## config.mk

```make
export PLATFORM = sky130hd
export DESIGN_NAME = sp2hp_narrow
export DESIGN_NICKNAME = d
export VERILOG_FILES = /design/src/rtl/hpconv_pkg.sv /design/src/rtl/hpconv_unpack.sv /design/src/rtl/hpconv_align.sv /design/src/rtl/hpconv_round.sv /design/src/rtl/sp2hp_narrow.sv
export SDC_FILE = /design/constraint.sdc
export NUM_CORES = 1
export LEC_CHECK = 0
export BUFFER_PORTS_ARGS = -buffer_cell sky130_fd_sc_hd__buf_2
export CORE_MARGIN = 1
export CORE_UTILIZATION = 63
export CTS_CLUSTER_SIZE = 8
export DETAILED_ROUTE_END_ITERATION = 16
export PLACE_DENSITY = 0.88
export SLEW_MARGIN = 20
export SYNTH_ARGS = -nofsm -noshare
export SYNTH_HDL_FRONTEND = slang
export SYNTH_SLANG_ARGS = --single-unit
```

## constraint.sdc

```tcl
create_clock -name clk -period 8.5 [get_ports clk]
set_input_delay 1.7 -clock clk [delete_from_list [all_inputs] [get_ports clk]]
set_output_delay 1.7 -clock clk [all_outputs]
set_load 0.01 [all_outputs]
```

## src/rtl/hpconv_pkg.sv

```systemverilog
package hpconv_pkg;

  // Coarse class of the source operand; finite covers zero, subnormal and normal.
  typedef enum logic [1:0] {
    KIND_FINITE = 2'd0,
    KIND_INF    = 2'd1,
    KIND_NAN    = 2'd2
  } kind_e;

endpackage

```

## src/rtl/hpconv_unpack.sv

```systemverilog
module hpconv_unpack
  import hpconv_pkg::*;
#(
  parameter int SEW = 8,
  parameter int SFW = 23,
  parameter int DEW = 5,
  parameter int DFW = 10,
  localparam int XW = SEW + 2,
  localparam int SH_CAP = DFW + 2,
  localparam int SH_W = $clog2(SH_CAP + 1)
) (
  input  logic [SEW+SFW:0]  op_i,
  output kind_e             kind_o,
  output logic              sign_o,
  output logic [SFW:0]      sig_o,
  output logic [SH_W-1:0]   shamt_o,
  output logic [XW-1:0]     base_exp_o
);

  localparam int SRC_BIAS = (1 << (SEW - 1)) - 1;
  localparam int DST_BIAS = (1 << (DEW - 1)) - 1;

  logic [SEW-1:0]        exp_f;
  logic [SFW-1:0]        frc_f;
  logic signed [XW-1:0]  dexp;
  logic signed [XW-1:0]  sh_full;
  logic                  tiny;

  assign exp_f = op_i[SEW+SFW-1:SFW];
  assign frc_f = op_i[SFW-1:0];
  assign sign_o = op_i[SEW+SFW];

  always_comb begin
    if (&exp_f) kind_o = (|frc_f) ? KIND_NAN : KIND_INF;
    else        kind_o = KIND_FINITE;
  end

  // The hidden one is present only for normal sources; source subnormals
  // then fall through the tiny path with a capped shift.
  assign sig_o = {|exp_f, frc_f};

  // Rebias into the destination exponent range.
  assign dexp    = $signed({2'b00, exp_f}) - $signed(XW'(SRC_BIAS - DST_BIAS));
  assign tiny    = (dexp < $signed(XW'(1)));
  assign sh_full = $signed(XW'(1)) - dexp;

  always_comb begin
    if (!tiny)                               shamt_o = '0;
    else if (sh_full > $signed(XW'(SH_CAP))) shamt_o = SH_W'(SH_CAP);
    else                                     shamt_o = sh_full[SH_W-1:0];
  end

  // Exponent one below the final value; the rounded significand's top two
  // bits are added back in the rounding stage.
  assign base_exp_o = tiny ? '0 : XW'(dexp - $signed(XW'(1)));

endmodule

```

## src/rtl/hpconv_align.sv

```systemverilog
module hpconv_align #(
  parameter int SFW = 23,
  parameter int DFW = 10,
  localparam int SH_CAP = DFW + 2,
  localparam int SH_W = $clog2(SH_CAP + 1)
) (
  input  logic [SFW:0]     sig_i,
  input  logic [SH_W-1:0]  shamt_i,
  output logic [DFW:0]     keep_o,
  output logic             guard_o,
  output logic             sticky_o
);

  // Padding as wide as the largest shift, so no set bit can leave the vector.
  localparam int EW = SFW + 1 + SH_CAP;

  logic [EW-1:0] ext;
  logic [EW-1:0] shv;

  assign ext      = {sig_i, {SH_CAP{1'b0}}};
  assign shv      = ext >> shamt_i;
  assign keep_o   = shv[EW-1 -: DFW+1];
  assign guard_o  = shv[EW-DFW-2];
  assign sticky_o = |shv[EW-DFW-3:0];

endmodule

```

## src/rtl/hpconv_round.sv

```systemverilog
module hpconv_round
  import hpconv_pkg::*;
#(
  parameter int DEW = 5,
  parameter int DFW = 10,
  parameter int XW  = 10
) (
  input  kind_e                kind_i,
  input  logic                 sign_i,
  input  logic                 alt_i,
  input  logic [DFW:0]         keep_i,
  input  logic                 guard_i,
  input  logic                 sticky_i,
  input  logic signed [XW-1:0] base_exp_i,
  output logic [DEW+DFW:0]     res_o,
  output logic                 ovf_o,
  output logic                 unf_o,
  output logic                 inx_o
);

  localparam int EMAX_IEEE = (1 << DEW) - 2;
  localparam int EMAX_ALT  = (1 << DEW) - 1;
  localparam logic [DEW+DFW-1:0] MAG_INF  = {{DEW{1'b1}}, {DFW{1'b0}}};
  localparam logic [DEW+DFW-1:0] MAG_SAT  = {(DEW+DFW){1'b1}};
  localparam logic [DEW+DFW-1:0] MAG_QNAN = {{DEW{1'b1}}, 1'b1, {(DFW-1){1'b0}}};

  logic                  inc;
  logic                  lost;
  logic [DFW+1:0]        sum;
  logic signed [XW-1:0]  rexp;
  logic signed [XW-1:0]  emax;
  logic                  too_big;
  logic [DEW+DFW-1:0]    mag;

  assign lost = guard_i | sticky_i;
  assign inc  = guard_i & (sticky_i | keep_i[0]);
  assign sum  = {1'b0, keep_i} + (DFW+2)'(inc);

  // Top two significand bits: 00/01 on the tiny path, 01/10 on the normal path.
  assign rexp    = base_exp_i + $signed({{(XW-2){1'b0}}, sum[DFW+1:DFW]});
  assign emax    = alt_i ? $signed(XW'(EMAX_ALT)) : $signed(XW'(EMAX_IEEE));
  assign too_big = (rexp > emax);

  always_comb begin
    mag   = '0;
    ovf_o = 1'b0;
    unf_o = 1'b0;
    inx_o = 1'b0;
    case (kind_i)
      KIND_NAN: mag = alt_i ? '0 : MAG_QNAN;
      KIND_INF: begin
        if (alt_i) begin
          mag   = MAG_SAT;
          ovf_o = 1'b1;
          inx_o = 1'b1;
        end else begin
          mag = MAG_INF;
        end
      end
      default: begin
        if (too_big) begin
          mag   = alt_i ? MAG_SAT : MAG_INF;
          ovf_o = 1'b1;
          inx_o = 1'b1;
        end else begin
          mag   = {rexp[DEW-1:0], sum[DFW-1:0]};
          inx_o = lost;
          unf_o = lost & (rexp == '0);
        end
      end
    endcase
  end

  assign res_o = {sign_i, mag};

endmodule

```

## src/rtl/sp2hp_narrow.sv

```systemverilog
module sp2hp_narrow
  import hpconv_pkg::*;
#(
  parameter int SRC_EXP_W = 8,
  parameter int SRC_FRC_W = 23,
  parameter int DST_EXP_W = 5,
  parameter int DST_FRC_W = 10,
  parameter bit ALT_EN    = 1'b1,
  localparam int SRC_W = 1 + SRC_EXP_W + SRC_FRC_W,
  localparam int DST_W = 1 + DST_EXP_W + DST_FRC_W
) (
  input  logic             clk,
  input  logic             rst_n,
  input  logic             in_valid_i,
  input  logic             sat_mode_i,
  input  logic [SRC_W-1:0] op_i,
  output logic             out_valid_o,
  output logic [DST_W-1:0] res_o,
  output logic             ovf_o,
  output logic             unf_o,
  output logic             inx_o
);

  localparam int XW     = SRC_EXP_W + 2;
  localparam int SH_CAP = DST_FRC_W + 2;
  localparam int SH_W   = $clog2(SH_CAP + 1);

  typedef struct packed {
    kind_e                kind;
    logic                 sign;
    logic                 alt;
    logic [DST_FRC_W:0]   keep;
    logic                 grd;
    logic                 stk;
    logic [XW-1:0]        bexp;
  } stage1_t;

  typedef struct packed {
    logic [DST_W-1:0] res;
    logic             ovf;
    logic             unf;
    logic             inx;
  } stage2_t;

  // ---------------- stage 1: unpack and align ----------------
  logic               alt_w;
  kind_e              up_kind;
  logic               up_sign;
  logic [SRC_FRC_W:0] up_sig;
  logic [SH_W-1:0]    up_sh;
  logic [XW-1:0]      up_bexp;
  logic [DST_FRC_W:0] al_keep;
  logic               al_grd;
  logic               al_stk;

  if (ALT_EN) begin : g_alt_on
    assign alt_w = sat_mode_i;
  end else begin : g_alt_off
    assign alt_w = 1'b0;
  end

  hpconv_unpack #(
    .SEW(SRC_EXP_W), .SFW(SRC_FRC_W), .DEW(DST_EXP_W), .DFW(DST_FRC_W)
  ) u_unpack (
    .op_i      (op_i),
    .kind_o    (up_kind),
    .sign_o    (up_sign),
    .sig_o     (up_sig),
    .shamt_o   (up_sh),
    .base_exp_o(up_bexp)
  );

  hpconv_align #(
    .SFW(SRC_FRC_W), .DFW(DST_FRC_W)
  ) u_align (
    .sig_i   (up_sig),
    .shamt_i (up_sh),
    .keep_o  (al_keep),
    .guard_o (al_grd),
    .sticky_o(al_stk)
  );

  logic    s1_vld_d, s1_vld_q;
  stage1_t s1_d, s1_q;

  always_comb begin
    s1_vld_d = in_valid_i;
    s1_d     = s1_q;
    if (in_valid_i) begin
      s1_d.kind = up_kind;
      s1_d.sign = up_sign;
      s1_d.alt  = alt_w;
      s1_d.keep = al_keep;
      s1_d.grd  = al_grd;
      s1_d.stk  = al_stk;
      s1_d.bexp = up_bexp;
    end
  end

  always_ff @(posedge clk or negedge rst_n) begin
    if (!rst_n) begin
      s1_vld_q <= 1'b0;
      s1_q     <= '0;
    end else begin
      s1_vld_q <= s1_vld_d;
      s1_q     <= s1_d;
    end
  end

  // ---------------- stage 2: round and pack ----------------
  logic [DST_W-1:0] rn_res;
  logic             rn_ovf, rn_unf, rn_inx;

  hpconv_round #(
    .DEW(DST_EXP_W), .DFW(DST_FRC_W), .XW(XW)
  ) u_round (
    .kind_i    (s1_q.kind),
    .sign_i    (s1_q.sign),
    .alt_i     (s1_q.alt),
    .keep_i    (s1_q.keep),
    .guard_i   (s1_q.grd),
    .sticky_i  (s1_q.stk),
    .base_exp_i($signed(s1_q.bexp)),
    .res_o     (rn_res),
    .ovf_o     (rn_ovf),
    .unf_o     (rn_unf),
    .inx_o     (rn_inx)
  );

  logic    s2_vld_d, s2_vld_q;
  stage2_t s2_d, s2_q;

  always_comb begin
    s2_vld_d = s1_vld_q;
    s2_d     = s2_q;
    if (s1_vld_q) begin
      s2_d.res = rn_res;
      s2_d.ovf = rn_ovf;
      s2_d.unf = rn_unf;
      s2_d.inx = rn_inx;
    end
  end

  always_ff @(posedge clk or negedge rst_n) begin
    if (!rst_n) begin
      s2_vld_q <= 1'b0;
      s2_q     <= '0;
    end else begin
      s2_vld_q <= s2_vld_d;
      s2_q     <= s2_d;
    end
  end

  assign out_valid_o = s2_vld_q;
  assign res_o       = s2_q.res;
  assign ovf_o       = s2_q.ovf;
  assign unf_o       = s2_q.unf;
  assign inx_o       = s2_q.inx;

endmodule


```

; Word level (Yosys, flattened, before mapping)
; Index checks and enable logic that the tools add are counted.
[totals]
latchBits = 0
ff_bits = 48
mem_bits_rw = 0
n_memories = 0
mem_bits_ro = 0
out_inout_bits = 20
in_bits = 36
[classes]
n_mul = 0
bitwise_logic = 4
div_mod_pow = 0
muxes = 17
reduce_logical = 6
eq_ne = 2
shifts = 1
order_cmp = 3
n_addsub = 5
[ops]
columns = cell, count
row1 = $shr 36x4->36, 1
row2 = $mux 15, 2
row3 = $pmux 15 s2, 1
row4 = $reduce_or 24->1, 1
row5 = $reduce_or 23->1, 1
row6 = $mux 10, 2
row7 = $add 11x1->12, 1
row8 = $add 10x3->10, 1
row9 = $gt 10x10->1, 1
row10 = $gt 10x5->1 const B, 1
row11 = $logic_not 10->1, 1
row12 = $lt 10x2->1 const B, 1
row13 = $sub 10x2->10 const B, 1
row14 = $sub 2x10->10 const A, 1
row15 = $sub 8x7->9 const B, 1
row16 = $mux 4, 2
row17 = $reduce_and 8->1, 1
row18 = $reduce_or 8->1, 1
row19 = $mux 1, 6
row20 = $mux 2, 2
row21 = $pmux 1 s2, 2
row22 = $and 1x1->1, 2
row23 = $eq 2x1->1 const B, 1
row24 = $eq 2x2->1 const B, 1
row25 = other kinds (2), 3

; Logic depth before layout (Yosys ltp)
[depth]
ltp_word = 8
mapped_depth = 19

; Modules after synthesis
; Synthesis repeated with hierarchy kept, for this count alone.
[hier_totals]
cells_unflattened = 453
hier_area_um2 = 4466.8
[modules_own_cells]
columns = mod, cells_per_inst, area_each_um2, instances
row1 = sp2hp_narrow, 99, 1914.3, 1
row2 = hpconv_round, 115, 898.4, 1
row3 = hpconv_unpack, 123, 850.8, 1
row4 = hpconv_align, 116, 803.3, 1

; Worst setup path after synthesis
; No wires, ideal clock.
[synth_timing]
path_kind = in2reg
start = input port op_i[23]
end = register s1_q[10] (netlist bit)
setup_ps = 138
n_path_buf = 2
t_arrival_ps = 4993
required_time_ps = 8362
setup_slack_ps = 3369
stages = 14
cell_sequence = clkbuf_1 -> inv_1 -> ha_1 -> or3b_4 -> a21oi_1 -> a2111oi_4 -> nor2_1 -> a21o_1 -> buf_2 -> a221oi_1 -> o21ba_1 -> or4_1 -> o41ai_1 -> a31oi_1
[synth_between]
elab_chain_len = 7
word_cells_on_any_way = 9
classes_between = 2 x add/sub / 2 x order compare / 1 x shift / 2 x mux / 2 x reduce/logical
[synth_lines]
columns = item, line
row1 = start: declaration, sp2hp_narrow.sv:16  ; input logic [SRC_W-1:0] op_i,
row2 = $sub 8x7->9, hpconv_unpack.sv:43  ; assign dexp = $signed({2'b00, exp_f}) - $signed(XW'(SRC_BIAS - DST_BIAS));
row3 = $sub 2x10->10, hpconv_unpack.sv:45  ; assign sh_full = $signed(XW'(1)) - dexp;
row4 = $gt 10x5->1, hpconv_unpack.sv:49  ; else if (sh_full > $signed(XW'(SH_CAP))) shamt_o = SH_W'(SH_CAP);
row5 = $mux 4, hpconv_unpack.sv:49
row6 = $mux 4, hpconv_unpack.sv:48  ; if (!tiny) shamt_o = '0;
row7 = $shr 36x4->36 (*), hpconv_align.sv:21  ; assign shv = ext >> shamt_i;
row8 = $reduce_or 24->1 (*), hpconv_align.sv:24  ; assign sticky_o = |shv[EW-DFW-3:0];
row9 = end signal: assignment, sp2hp_narrow.sv:103  ; s1_q <= '0;
row10 = end signal: assignment, sp2hp_narrow.sv:106  ; s1_q <= s1_d;
row11 = end: declaration, sp2hp_narrow.sv:84  ; stage1_t s1_d, s1_q;
; Every way passes the cells marked *; elsewhere a longest branch is shown, timed or not.
; A chain may end at the register's enable or synchronous reset.

; Worst setup path after layout
; Same ends and word-level chain as after synthesis.

==> out/results.ini <==
[placement]
portBuffers=55
dp_cells=580
routabilityCongestion=0.954
hpwl_mm=7.29

[setup_path]
r2r_setup_slack_ps=3940
r2r_start=s1_q[12]
cpMaxStageDelayCell=a2111oi_4
timing.rr.end=res_o[8]
cpPeakStageDelay_ps=920
worstPathRequired_ps=8680
arrival_ps=5860
reg2regPathDepth=17
endpoint_kind=flop
crit_fanout=29
path_cells=buf_2 > inv_1 > ha_1 > or3b_4 > a21oi_1 > a2111oi_4 > nor2_1 > a21o_1 > a221oi_1 > o21ba_1 > or4_1 > o41ai_1 > a31oi_1
startpoint_type=input pin
path_class=in2reg

[clock_network]
clk_transition_reported_paths_ps=90
clock_latency_ps=310
clock-sinks=48
hold_buffers=0
cts_tree=done
root_buffer=clkbuf_8
ctsHtreeMaxLevel=2
cts_resized=0
clk_path_buf_depth=2
numCtsBuffers=5
cts_setup_buffers=0

[sta]
setup_viol=0
fmax_mhz=176
finalMaxSlewViolations=0
tightest_slew_ps=993
setup_tns_ps=0
rsz0062_at_grt=false
finalCritPeriodShare_pct=66.9
max_slew_margin_pct=33.8
clock_skew_ps=9.81
hold_viol=0
period_minus_slack_ps=5690

[worst_hold_path]
hp-start=res_o[4]
worstHoldPathType=reg2reg
min_path_cells=1
whs_endpoint=res_o[4]

[drt]
ant_nets=0
wl_per_cell_um=16.6
num_vias=3783
drt_iter0_drc=251
drc_errors=0
wirelength_mm=9.79
avgViaCountPerCell=6.43
dr.pass1.iters=6

[layout]
fin_util_pct=71.5
drive_above_1_share_pct=15.4
final_common_cell=buf_2
mostFrequentLayoutCells=54 x buf_2, 53 x nor2_1, 48 x dfrtp_1
fillCellCount=456
syn2layout_area_growth_pct=8.93
diodes=0
stdcell_count=588
nets=563

[synthesis]
syn_inst=475
async_flop_share_pct=100
synthesis.yosys.warnings=0
yosysSeqAreaShare_pct=30.7
syn_area_um2=3910
syn_nets=526
synth_top_flop_cell=dfrtp_1
ys_types=68
syn_avg_cell_area_um2=8.23
ys_ff_latch=48
synth_edf_count=0

[floorplanning]
start_util_pct=65.7
io_pins=56
die_w_um=80.8
fp.coreArea_um2=5960
floorplan.rows=28
die-height_um=80.8
die_area_um2=6530

[global_route]
grt_overflow=0
grt_max_degree=49
antenna_found_initial=0
grtUsageTotal_pct=31.9
grt_pass1_vias=3371
grt_pass1_wl_mm=16.1

[pwr]
power_density_nw_per_um2=157
leakagePower_nw=1.79
ir_drop_v=0.000133

[job]
cap_violations=0

[run_status]
outcome=complete, no violations

cell type report:
| class | instances | area, um2 | area share, % |
|---|---|---|---|
| Sequential cell | 48 | 1200 | 28.2 |
| Inverter | 32 | 120 | 2.82 |
| Tap cell | 75 | 93.8 | 2.20 |
| Timing Repair Buffer | 56 | 285 | 6.70 |
| Multi-Input combinational cell | 369 | 2470 | 58.0 |
| Clock buffer | 8 | 90.1 | 2.11 |
per-layer routing:
layer	vias up	wire, um	GRT usage [%]	share of wire [%]
met5	-	0	0	0
met4	0	259	15.5	2.6
met2	178	4700	51.1	48
li1	1819	-	-	-
met3	28	595	5.28	6.1
met1	1758	4230	41.7	43
synthesized netlist by cell type (all sizes together), types with 10 or more instances:
library cell  number  area [um2]
ha                14         175
xnor2             18         165
o21ai             25         129
inv               32         120
nor4              10        62.6
nand3             20         100
nand2             40         153
a21oi             36         184
dfrtp             48        1200
mux2i             10         100
clkbuf            17        63.8
nor2              53         199
per-stage QoR:
stage,setup WS (ps),hold WS [ps],cell area (um2),power [mW]
after floorplan,3370,386,3910,0.457
after global placement,2650,468,4170,0.524
after detailed placement,2560,483,4170,0.533
after CTS,2880,501,4260,0.667
after global routing,2430,516,4260,0.717
final,2810,498,4260,0.670
cells by family (layout without fill, tap and decap cells):
logic type      after synthesis  in the layout  share of synthesized area, %
mux                          17             17                          4.57
simple gates                170            170                          21.5
fa+ha+maj                    15             15                          4.99
buf+inv                      58             96                          6.14
flops                        48             48                          30.7
compound gates              143            143                          26.5
xor+xnor                     24             24                          5.57
state kept, by name, indices dropped and copies added (netlist names):
name	cells
res_o	16
unf_o	1
s1_vld_q	1
out_valid_o	1
inx_o	1
s1_q	27
ovf_o	1
critical path, delay by kind of cell:
kind / cells / cell delay [ps]
AOI/OAI and AO/OA: 7 / 2250
adders and majority gates: 1 / 290
buffers and inverters: 2 / 710
and+or+nand+nor: 3 / 900
worst max-delay path by stage:
stage | start | end | slack, ps | cells after the start
floorplan | op_i[23] | s1_q[10] | 3370 | 14
global placement | op_i[23] | s1_q[10] | 2650 | 13
detailed placement | op_i[23] | s1_q[10] | 2560 | 13
CTS | op_i[23] | s1_q[10] | 2880 | 13
global route | op_i[23] | s1_q[10] | 2430 | 13
finish | op_i[23] | s1_q[10] | 2810 | 13
where the power goes:
| group | leakage (nW) | switching (mW) | internal (mW) |
|---|---|---|---|
| clock network | 0.0455 | 0.0717 | 0.0664 |
| registers | 0.580 | 0.0247 | 0.263 |
| logic | 1.17 | 0.145 | 0.0989 |
Power figures use the tool's default switching activity.
